[config.mk]
export PLATFORM = sky130hd
export DESIGN_NAME = hostbus_codec_if
export DESIGN_NICKNAME = d
export VERILOG_FILES = /design/src/rtl/hbc_pkg.sv /design/src/rtl/hbc_sync.sv /design/src/rtl/hbc_fifo.sv /design/src/rtl/hbc_regfile.sv /design/src/rtl/hostbus_codec_if.sv
export SDC_FILE = /design/constraint.sdc
export NUM_CORES = 1
export LEC_CHECK = 0
export ABC_CLOCK_PERIOD_IN_PS = 8600
export BUFFER_PORTS_ARGS = -buffer_cell sky130_fd_sc_hd__buf_2
export CORE_AREA = 4 4 256 258
export DETAILED_ROUTE_END_ITERATION = 7
export DIE_AREA = 0 0 260 262
export GPL_TIMING_DRIVEN = 0
export PLACE_DENSITY = 0.59
export SETUP_SLACK_MARGIN = 0.05
export SLEW_MARGIN = 20
export SYNTH_ARGS = -nofsm -noshare
export SYNTH_HDL_FRONTEND = slang
export SYNTH_SLANG_ARGS = --single-unit
export TNS_END_PERCENT = 5
[constraint.sdc]
create_clock -name clk -period 8.6 [get_ports clk]
set_input_delay 2.58 -clock clk [delete_from_list [all_inputs] [get_ports clk]]
set_output_delay 2.58 -clock clk [all_outputs]
set_load 0.01 [all_outputs]
[src/rtl/hbc_pkg.sv]
package hbc_pkg;
  localparam logic [1:0] ADR_INDEX = 2'd0;
  localparam logic [1:0] ADR_DATA  = 2'd1;
  localparam logic [1:0] ADR_STAT  = 2'd2;

  // status layout: {4'b0, pb_req, cap_req, overrun, underrun}
  function automatic logic [7:0] pack_status(input logic und, input logic ovr,
                                             input logic creq, input logic preq);
    return {4'b0000, preq, creq, ovr, und};
  endfunction

  function automatic logic idx_in_range(input int unsigned idx, input int unsigned n);
    return idx < n;
  endfunction
endpackage

[src/rtl/hbc_sync.sv]
module hbc_sync #(
  parameter int W = 1,
  parameter logic [W-1:0] RST_VAL = '0
) (
  input  logic         clk,
  input  logic         rst_n,
  input  logic [W-1:0] d,
  output logic [W-1:0] q
);
  logic [W-1:0] meta;
  always_ff @(posedge clk or negedge rst_n) begin
    if (!rst_n) begin
      meta <= RST_VAL;
      q    <= RST_VAL;
    end else begin
      meta <= d;
      q    <= meta;
    end
  end
endmodule

[src/rtl/hbc_fifo.sv]
module hbc_fifo #(
  parameter int W     = 8,
  parameter int DEPTH = 16
) (
  input  logic                       clk,
  input  logic                       rst_n,
  input  logic                       push,
  input  logic [W-1:0]               wdata,
  input  logic                       pop,
  output logic [W-1:0]               rdata,
  output logic                       full,
  output logic                       empty,
  output logic [$clog2(DEPTH+1)-1:0] level
);
  localparam int AW = (DEPTH > 1) ? $clog2(DEPTH) : 1;
  localparam int CW = $clog2(DEPTH+1);
  localparam logic [AW-1:0] LAST = AW'(DEPTH-1);

  logic [W-1:0]  mem [DEPTH];
  logic [AW-1:0] wp, rp;
  logic [CW-1:0] cnt;
  logic do_push, do_pop;

  assign full    = (cnt == CW'(DEPTH));
  assign empty   = (cnt == '0);
  assign level   = cnt;
  assign rdata   = mem[rp];
  assign do_push = push && !full;
  assign do_pop  = pop && !empty;

  always_ff @(posedge clk) begin
    if (do_push) mem[wp] <= wdata;
  end

  always_ff @(posedge clk or negedge rst_n) begin
    if (!rst_n) begin
      wp  <= '0;
      rp  <= '0;
      cnt <= '0;
    end else begin
      if (do_push) wp <= (wp == LAST) ? '0 : wp + 1'b1;
      if (do_pop)  rp <= (rp == LAST) ? '0 : rp + 1'b1;
      if (do_push && !do_pop)      cnt <= cnt + 1'b1;
      else if (do_pop && !do_push) cnt <= cnt - 1'b1;
    end
  end
endmodule

[src/rtl/hbc_regfile.sv]
module hbc_regfile #(
  parameter int NUM_REGS = 37,
  parameter int IDX_W    = 6
) (
  input  logic             clk,
  input  logic             rst_n,
  input  logic             we,
  input  logic [IDX_W-1:0] idx,
  input  logic [7:0]       wdata,
  output logic [7:0]       rdata
);
  import hbc_pkg::*;
  logic [7:0] regs [NUM_REGS];
  logic       hit;

  assign hit   = idx_in_range(32'(idx), NUM_REGS);
  assign rdata = hit ? regs[idx] : 8'h00;

  always_ff @(posedge clk or negedge rst_n) begin
    if (!rst_n) begin
      for (int i = 0; i < NUM_REGS; i++) regs[i] <= 8'h00;
    end else if (we && hit) begin
      regs[idx] <= wdata;
    end
  end
endmodule

[src/rtl/hostbus_codec_if.sv]
module hostbus_codec_if #(
  parameter int DEPTH    = 16,
  parameter int NUM_REGS = 37
) (
  input  logic       clk,
  input  logic       rst_n,
  input  logic       cs_n,
  input  logic       rd_n,
  input  logic       wr_n,
  input  logic [1:0] adr,
  input  logic [7:0] data_in,
  output logic [7:0] data_out,
  output logic       data_oe,
  input  logic       cap_ack_n,
  input  logic       pb_ack_n,
  output logic       cap_req,
  output logic       pb_req,
  output logic       xcvr_en_n,
  output logic       xcvr_dir,
  input  logic       cap_in_valid,
  output logic       cap_in_ready,
  input  logic [7:0] cap_in_data,
  output logic       pb_out_valid,
  input  logic       pb_out_ready,
  output logic [7:0] pb_out_data
);
  import hbc_pkg::*;

  localparam int IDX_W = $clog2(NUM_REGS);
  localparam int CW    = $clog2(DEPTH+1);
  localparam int SW    = 15;
  localparam logic [SW-1:0] SYNC_RST = {5'b11111, 2'b00, 8'h00};

  // transceiver controls straight from the bus pins
  logic any_sel, any_strobe;
  assign any_sel    = !cs_n || !cap_ack_n || !pb_ack_n;
  assign any_strobe = !rd_n || !wr_n;
  assign xcvr_en_n  = !(any_strobe && any_sel);
  assign xcvr_dir   = !(!rd_n && any_sel);

  // synchronized bus bundle
  logic [SW-1:0] s_bus;
  hbc_sync #(.W(SW), .RST_VAL(SYNC_RST)) u_sync (
    .clk(clk), .rst_n(rst_n),
    .d({rd_n, wr_n, cs_n, cap_ack_n, pb_ack_n, adr, data_in}),
    .q(s_bus)
  );

  logic       s_rd_n, s_wr_n, s_cs_n, s_cak_n, s_pak_n;
  logic [1:0] s_adr;
  logic [7:0] s_dat;
  assign {s_rd_n, s_wr_n, s_cs_n, s_cak_n, s_pak_n, s_adr, s_dat} = s_bus;

  // qualifiers latched while a synchronized strobe is low
  logic       d_rd_n, d_wr_n;
  logic       q_cs, q_cak, q_pak;
  logic [1:0] q_adr;
  logic [7:0] q_dat;

  always_ff @(posedge clk or negedge rst_n) begin
    if (!rst_n) begin
      d_rd_n <= 1'b1;
      d_wr_n <= 1'b1;
      q_cs   <= 1'b0;
      q_cak  <= 1'b0;
      q_pak  <= 1'b0;
      q_adr  <= '0;
      q_dat  <= '0;
    end else begin
      d_rd_n <= s_rd_n;
      d_wr_n <= s_wr_n;
      if (!s_rd_n || !s_wr_n) begin
        q_cs  <= !s_cs_n;
        q_cak <= !s_cak_n;
        q_pak <= !s_pak_n;
        q_adr <= s_adr;
        q_dat <= s_dat;
      end
    end
  end

  // named bus events, one per completed strobe
  logic rd_rise, wr_rise;
  logic ev_dma_rd, ev_dma_wr, ev_pio_wr;
  assign rd_rise   = s_rd_n && !d_rd_n;
  assign wr_rise   = s_wr_n && !d_wr_n;
  assign ev_dma_rd = rd_rise && q_cak;
  assign ev_dma_wr = wr_rise && q_pak;
  assign ev_pio_wr = wr_rise && !q_pak && !q_cak && q_cs;

  // capture FIFO
  logic          cap_push, cap_pop, cap_full, cap_empty;
  logic [7:0]    cap_head;
  logic [CW-1:0] cap_level;
  assign cap_in_ready = !cap_full;
  assign cap_push     = cap_in_valid && cap_in_ready;
  assign cap_pop      = ev_dma_rd && !cap_empty;

  hbc_fifo #(.W(8), .DEPTH(DEPTH)) u_cap (
    .clk(clk), .rst_n(rst_n),
    .push(cap_push), .wdata(cap_in_data),
    .pop(cap_pop), .rdata(cap_head),
    .full(cap_full), .empty(cap_empty), .level(cap_level)
  );

  // playback FIFO
  logic          pb_push, pb_pop, pb_full, pb_empty;
  logic [CW-1:0] pb_level;
  assign pb_push      = ev_dma_wr && !pb_full;
  assign pb_out_valid = !pb_empty;
  assign pb_pop       = pb_out_valid && pb_out_ready;

  hbc_fifo #(.W(8), .DEPTH(DEPTH)) u_pb (
    .clk(clk), .rst_n(rst_n),
    .push(pb_push), .wdata(q_dat),
    .pop(pb_pop), .rdata(pb_out_data),
    .full(pb_full), .empty(pb_empty), .level(pb_level)
  );

  assign cap_req = !cap_empty;
  assign pb_req  = !pb_full;

  // last popped capture byte and sticky flags
  logic [7:0] last_cap;
  logic       cap_underrun, pb_overrun;
  logic       und_set, ovr_set, und_clr, ovr_clr;
  assign und_set = ev_dma_rd && cap_empty;
  assign ovr_set = ev_dma_wr && pb_full;
  assign und_clr = ev_pio_wr && (q_adr == ADR_STAT) && q_dat[0];
  assign ovr_clr = ev_pio_wr && (q_adr == ADR_STAT) && q_dat[1];

  always_ff @(posedge clk or negedge rst_n) begin
    if (!rst_n) begin
      last_cap     <= 8'h00;
      cap_underrun <= 1'b0;
      pb_overrun   <= 1'b0;
    end else begin
      if (cap_pop) last_cap <= cap_head;
      if (und_set)      cap_underrun <= 1'b1;
      else if (und_clr) cap_underrun <= 1'b0;
      if (ovr_set)      pb_overrun <= 1'b1;
      else if (ovr_clr) pb_overrun <= 1'b0;
    end
  end

  // index register and indirect file
  logic [IDX_W-1:0] idx_q;
  logic [7:0]       reg_rdata;
  logic             idx_we, reg_we;
  assign idx_we = ev_pio_wr && (q_adr == ADR_INDEX);
  assign reg_we = ev_pio_wr && (q_adr == ADR_DATA);

  always_ff @(posedge clk or negedge rst_n) begin
    if (!rst_n)      idx_q <= '0;
    else if (idx_we) idx_q <= q_dat[IDX_W-1:0];
  end

  hbc_regfile #(.NUM_REGS(NUM_REGS), .IDX_W(IDX_W)) u_regs (
    .clk(clk), .rst_n(rst_n),
    .we(reg_we), .idx(idx_q), .wdata(q_dat), .rdata(reg_rdata)
  );

  // read path: a DMA acknowledge takes precedence over chip select
  always_comb begin
    if (!cap_ack_n) begin
      data_out = cap_empty ? last_cap : cap_head;
    end else begin
      unique case (adr)
        ADR_INDEX: data_out = 8'(idx_q);
        ADR_DATA:  data_out = reg_rdata;
        ADR_STAT:  data_out = pack_status(cap_underrun, pb_overrun, cap_req, pb_req);
        default:   data_out = 8'h00;
      endcase
    end
  end
  assign data_oe = !rd_n && (!cap_ack_n || (pb_ack_n && !cs_n));
endmodule

# Word-level counts from Yosys, hierarchy flattened
# Memories as Yosys holds them, arrays and structs flattened.
# Index checks and enable logic that the tools add are counted.
# totals
reg_bits	383
inputBits	27
rom_bits	0
ramBits	256
latch_bits	0
output_inout_bits	23
mem_count	2
wordCells	175
# mem_list
name	depth	width	read_ports	rd_clocked_by_memory_dff	wr	line	text
u_cap.mem	16	8	1	0	1	hbc_fifo.sv:19	logic [W-1:0] mem [DEPTH];
u_pb.mem	16	8	1	0	1	hbc_fifo.sv:19	
# op_classes
shifts	0
bitwise	1
n_eq_ne	10
order_cmp	3
addsub	8
reduce_logical	69
div_mod_pow	0
n_mux	26
mul	0
# op_table
op	count
$bwmux W296	1
$bmux W8 S6	1
$demux W8 S6	1
$mux W8	6
$logic_and A1 B1 Y1	32
$logic_not A1 Y1	24
$pmux W8 S3	1
$mux W5	4
$add A4 B1 Y4 const B	4
$eq A4 B4 Y1 const B	4
$mux W4	4
$add A5 B1 Y5 const B	2
$eq A5 B5 Y1 const B	2
$logic_not A5 Y1	2
$sub A5 B1 Y5 const B	2
$mux W1	8
$reduce_bool A2 Y1	4
$ge A7 B7 Y1 const B	1
$lt A7 B1 Y1 const B	1
$not A6 Y7	1
$lt A6 B6 Y1 const B	1
$logic_or A1 B1 Y1	5
$eq A2 B1 Y1 const B	2
$eq A2 B2 Y1 const B	2
$logic_not A2 Y1	2

# Longest topological paths before layout
# logic_depth
word_depth	9
ltp_mapped	13
mapped_depth_nobuf	12

# By module
# A second synthesis with hierarchy kept.
# hier_totals
hier_cells	1820
hier_area_um2	28039.4
# by_module_without_submodules
module	seq_area_each_um2	cells_each	area_each_um2	n_inst
hbc_regfile	7407.1	1006	13882.1	1
hbc_fifo	4169.0	327	5919.4	2
hostbus_codec_if	778.2	130	1555.2	1
hbc_sync	763.2	30	763.2	1

# Worst setup path after synthesis
# OpenSTA, ideal clock, no wires.
# synth_timing
path_kind	in2out
start	input port adr[1]
end	output port data_out[0]
n_path_buf	1
slack_ns	2.263
arrival_time_ns	3.757
required_ns	6.020
stages	6
cell_sequence	clkbuf_1 mux2i_1 o32a_1 o211ai_1 nor4_1 o22ai_1
# synth_between
elab_chain_len	3
word_cells_on_any_way	5
# synth_rtl
item	line	text
from (decl)	hostbus_codec_if.sv:10	input logic [1:0] adr,
$eq A2 B2 Y1 (tied with other cells)	hostbus_codec_if.sv:168	unique case (adr)
$pmux W8 S3 *	hostbus_codec_if.sv:168	
$mux W8 *	hostbus_codec_if.sv:165	if (!cap_ack_n) begin
to (decl)	hostbus_codec_if.sv:12	output logic [7:0] data_out,
# Mark *: on every way between the ends. The rest lies on a longest branch, timed or not.

# Worst setup path after layout
# Ends and elaborated chain as after synthesis.

==> impl_metrics.yaml <==
placement:
  place.gp.congestion: 0.915
  portBuffers: 49
  dpl.hpwl_um: 52700
  place_area_mm2: 0.0297
  place_inst: 2732
grt:
  grt_first_pass_wirelength_um: 116000
  grt_max_degree: 95
  grt_overflow: 0
  grt_pass1_vias: 17300
  antenna_found_initial: 4
  grt_usage: 0.233
synth:
  synth-edff-count: 256
  netlist_instances: 1829
  yosys_warnings: 0
  yosysSeqAreaShare: 0.612
  syn-mean-instance-area_um2: 15.4
  syn_nets: 1876
  ys.flop_type: "dfrtp_1"
  ys_async_sr_fraction: 0.599
  synth.distinct_cells: 80
  netlist_area_mm2: 0.0283
  ys_seq_elements: 639
detailed_routing:
  drc: 0
  wirelength_um: 78200
  antenna_left: 0
  wl_per_cell_um: 27.4
  firstDrtPassIters: 5
  drtIter0Drc: 1200
  viasPerCell: 5.79
  vias: 16600
min_path:
  min_to: "u_sync.q[8]$_DFF_PN0_"
  holdPathStages: 0
  hold_class: "flip-flop to flip-flop"
  min_from: "u_sync.meta[8]$_DFF_PN0_"
clock_tree:
  clockBufferDepth: 3
  cts_setup_buffers: 0
  cts_hold_buf: 0
  clock_sinks: 639
  cts_tree: "yes"
  ctsResizeCount: 0
  cts.htree.levels: 3
  clk_latency_ns: 0.61
  cts_made_buffers: 69
  clockRootBuffer: "clkbuf_16"
  clkTransAtPathRegs_ns: 0.06
layout:
  final_cell_mix: "dfrtp_1, edfxtp_1, mux2_1"
  areaGrowthSynthToFinish_pct: 13.2
  mostFrequentLayoutCell: "dfrtp_1"
  final_area_mm2: 0.0320
  drive_gt1_frac: 0.255
  fin_nets: 2004
  final_cells: 2859
worst_setup_path:
  r2r_slack_ns: 5.07
  crit_type: "input port to output port"
  r2r_end: "u_cap.level[4]$_DFFE_PN0P_"
  end_kind: "output port"
  crit_path_max_fanout: 10
  path_cells: "buf_2 -> clkbuf_1 -> mux2i_1 -> o32a_1 -> o211ai_1 -> nor4_1 -> o22ai_1 -> buf_2"
  r2r_cells: 13
  cpMostUsedCell: "buf_2"
  critPathArrivalTime_ns: 4.72
  cp_top_family: "buffers and inverters"
  slowest_delay_ns: 0.50
  crit_path_start_kind: "input port"
  crit_slowest_cell: "nor4_1"
  crit_required_ns: 6.02
  rr_startpoint: "u_cap.level[0]$_DFFE_PN0P_"
  path_buf_inv: 3
sta:
  max_freq_mhz: 137
  slew_viol_final: 0
  final-hold-violation-count: 0
  period_needed_ns: 7.30
  fin_setup_tns_ns: 0
  timing.slew.headroom: 0.255
  clock_skew_ns: 0.0288
  worst_hold_slack_ns: 0.349
  period_share: 0.848
  final-setup-viol-count: 0
  worst_pin_slew_ns: 1.12
  rsz0062_at_grt: "false"
floorplanning:
  pin_count: 50
  num_rows: 92
  dieArea_mm2: 0.0681
  start_util: 0.449
  coreArea_mm2: 0.0630
  die_y_um: 262
  die_w_um: 260
power:
  p_leak_uw: 0.0140
  power_uw: 8490
  ir_drop_v: 0.000233
  power_density_mw_per_mm2: 265
run:
  maxCapViolations: 0
outcome:
  status: "finished clean"
Yosys cell counts (10+ instances only):
cell type | count | share of area
o22ai_1 | 19 | 0.0042
edfxtp_1 | 256 | 0.27
nor2b_1 | 11 | 0.0024
dfrtp_1 | 371 | 0.33
a21oi_1 | 41 | 0.0073
mux2_2 | 147 | 0.059
nor2_8 | 32 | 0.023
buf_2 | 32 | 0.0057
dfstp_2 | 12 | 0.011
nand2_1 | 88 | 0.012
mux2i_1 | 74 | 0.026
and2_1 | 22 | 0.0049
o21ai_0 | 59 | 0.010
mux2_4 | 10 | 0.0053
nand3_1 | 11 | 0.0019
a221oi_1 | 34 | 0.011
a22oi_1 | 33 | 0.0088
ha_1 | 18 | 0.0080
buf_4 | 10 | 0.0027
mux4_2 | 58 | 0.046
nor2_1 | 45 | 0.0060
inv_1 | 14 | 0.0019
mux2_1 | 205 | 0.082
clkbuf_1 | 51 | 0.0068
kinds of logic (layout without fill, tap and decap cells):
family / after synthesis / in the layout / share of synthesized area
AO/OA/AOI/OAI: 260 / 260 / 0.0643
XOR/XNOR: 14 / 14 / 0.00434
adder cells (fa/ha/maj): 20 / 20 / 0.00939
buffers and inverters: 129 / 312 / 0.0231
flip-flops: 639 / 639 / 0.612
multiplexers: 494 / 494 / 0.218
other: 0 / 1 / 0
AND/OR/NAND/NOR: 273 / 273 / 0.0691
power by group:
group	switching, uW	internal, uW	total [uW]
clock network	1230	1720	2950
logic	1280	758	2040
registers	128	3370	3500
total	2630	5850	8490
layer usage:
metal | up-vias | wire length [um] | track usage
met5 | - | 0 | 0
met1 | 8627 | 33000 | 0.309
met2 | 614 | 36300 | 0.370
met3 | 143 | 5680 | 0.0532
met4 | 0 | 3230 | 0.100
li1 | 7183 | - | -
sequential cells by signal (all words and copies together), names as in the netlist, 2 cells and up:
register / cells
q_adr: 2
u_pb.level: 5
u_cap.level: 5
u_pb.mem: 128
u_cap.wp: 4
u_cap.rp: 4
u_sync.meta: 15
u_regs.regs: 296
u_pb.rp: 4
q_dat: 8
u_pb.wp: 4
last_cap: 8
idx_q: 6
u_sync.q: 15
u_cap.mem: 128
final cells by class:
type | count | area [um^2]
clock buffers | 99 | 1970
flip-flops and latches | 639 | 17300
diodes | 1 | 2.50
well taps | 846 | 1060
inverters | 17 | 63.8
multi-input cells | 1061 | 10300
clock inverters | 27 | 280
fillers | 5276 | 31000
repair buffers | 57 | 395
plain buffers | 112 | 588
worst reg2reg max path, stage by stage (launching register included):
cell and delay, ns:
dfrtp_1 0.44, nor4_1 0.33, nor2b_1 0.46, nor2_1 0.24, inv_1 0.24, buf_2 0.26
ha_1 0.22, inv_1 0.11, fa_1 0.41, a21o_1 0.17, a21oi_1 0.17, xnor2_1 0.15
nor2_1 0.07, xor2_1 0.15
stage by stage:
step | util | setup slack, ns
finish | 0.508 | 1.30
global route | 0.508 | 1.30
CTS | 0.508 | 1.39
detailed placement | 0.472 | 1.39
global placement | 0.469 | -2.56
floorplan | - | 2.26
worst max path at each step:
stage | start | end | depth (start not counted)
final | adr[1] | data_out[0] | 8
after floorplan | adr[1] | data_out[0] | 6
after CTS | adr[1] | data_out[0] | 8
after global placement | rst_n | u_pb.level[1]$_DFFE_PN0P_ | 1
after global routing | adr[1] | data_out[0] | 8
after detailed placement | adr[1] | data_out[0] | 8
Power figures use the tool's default switching activity.
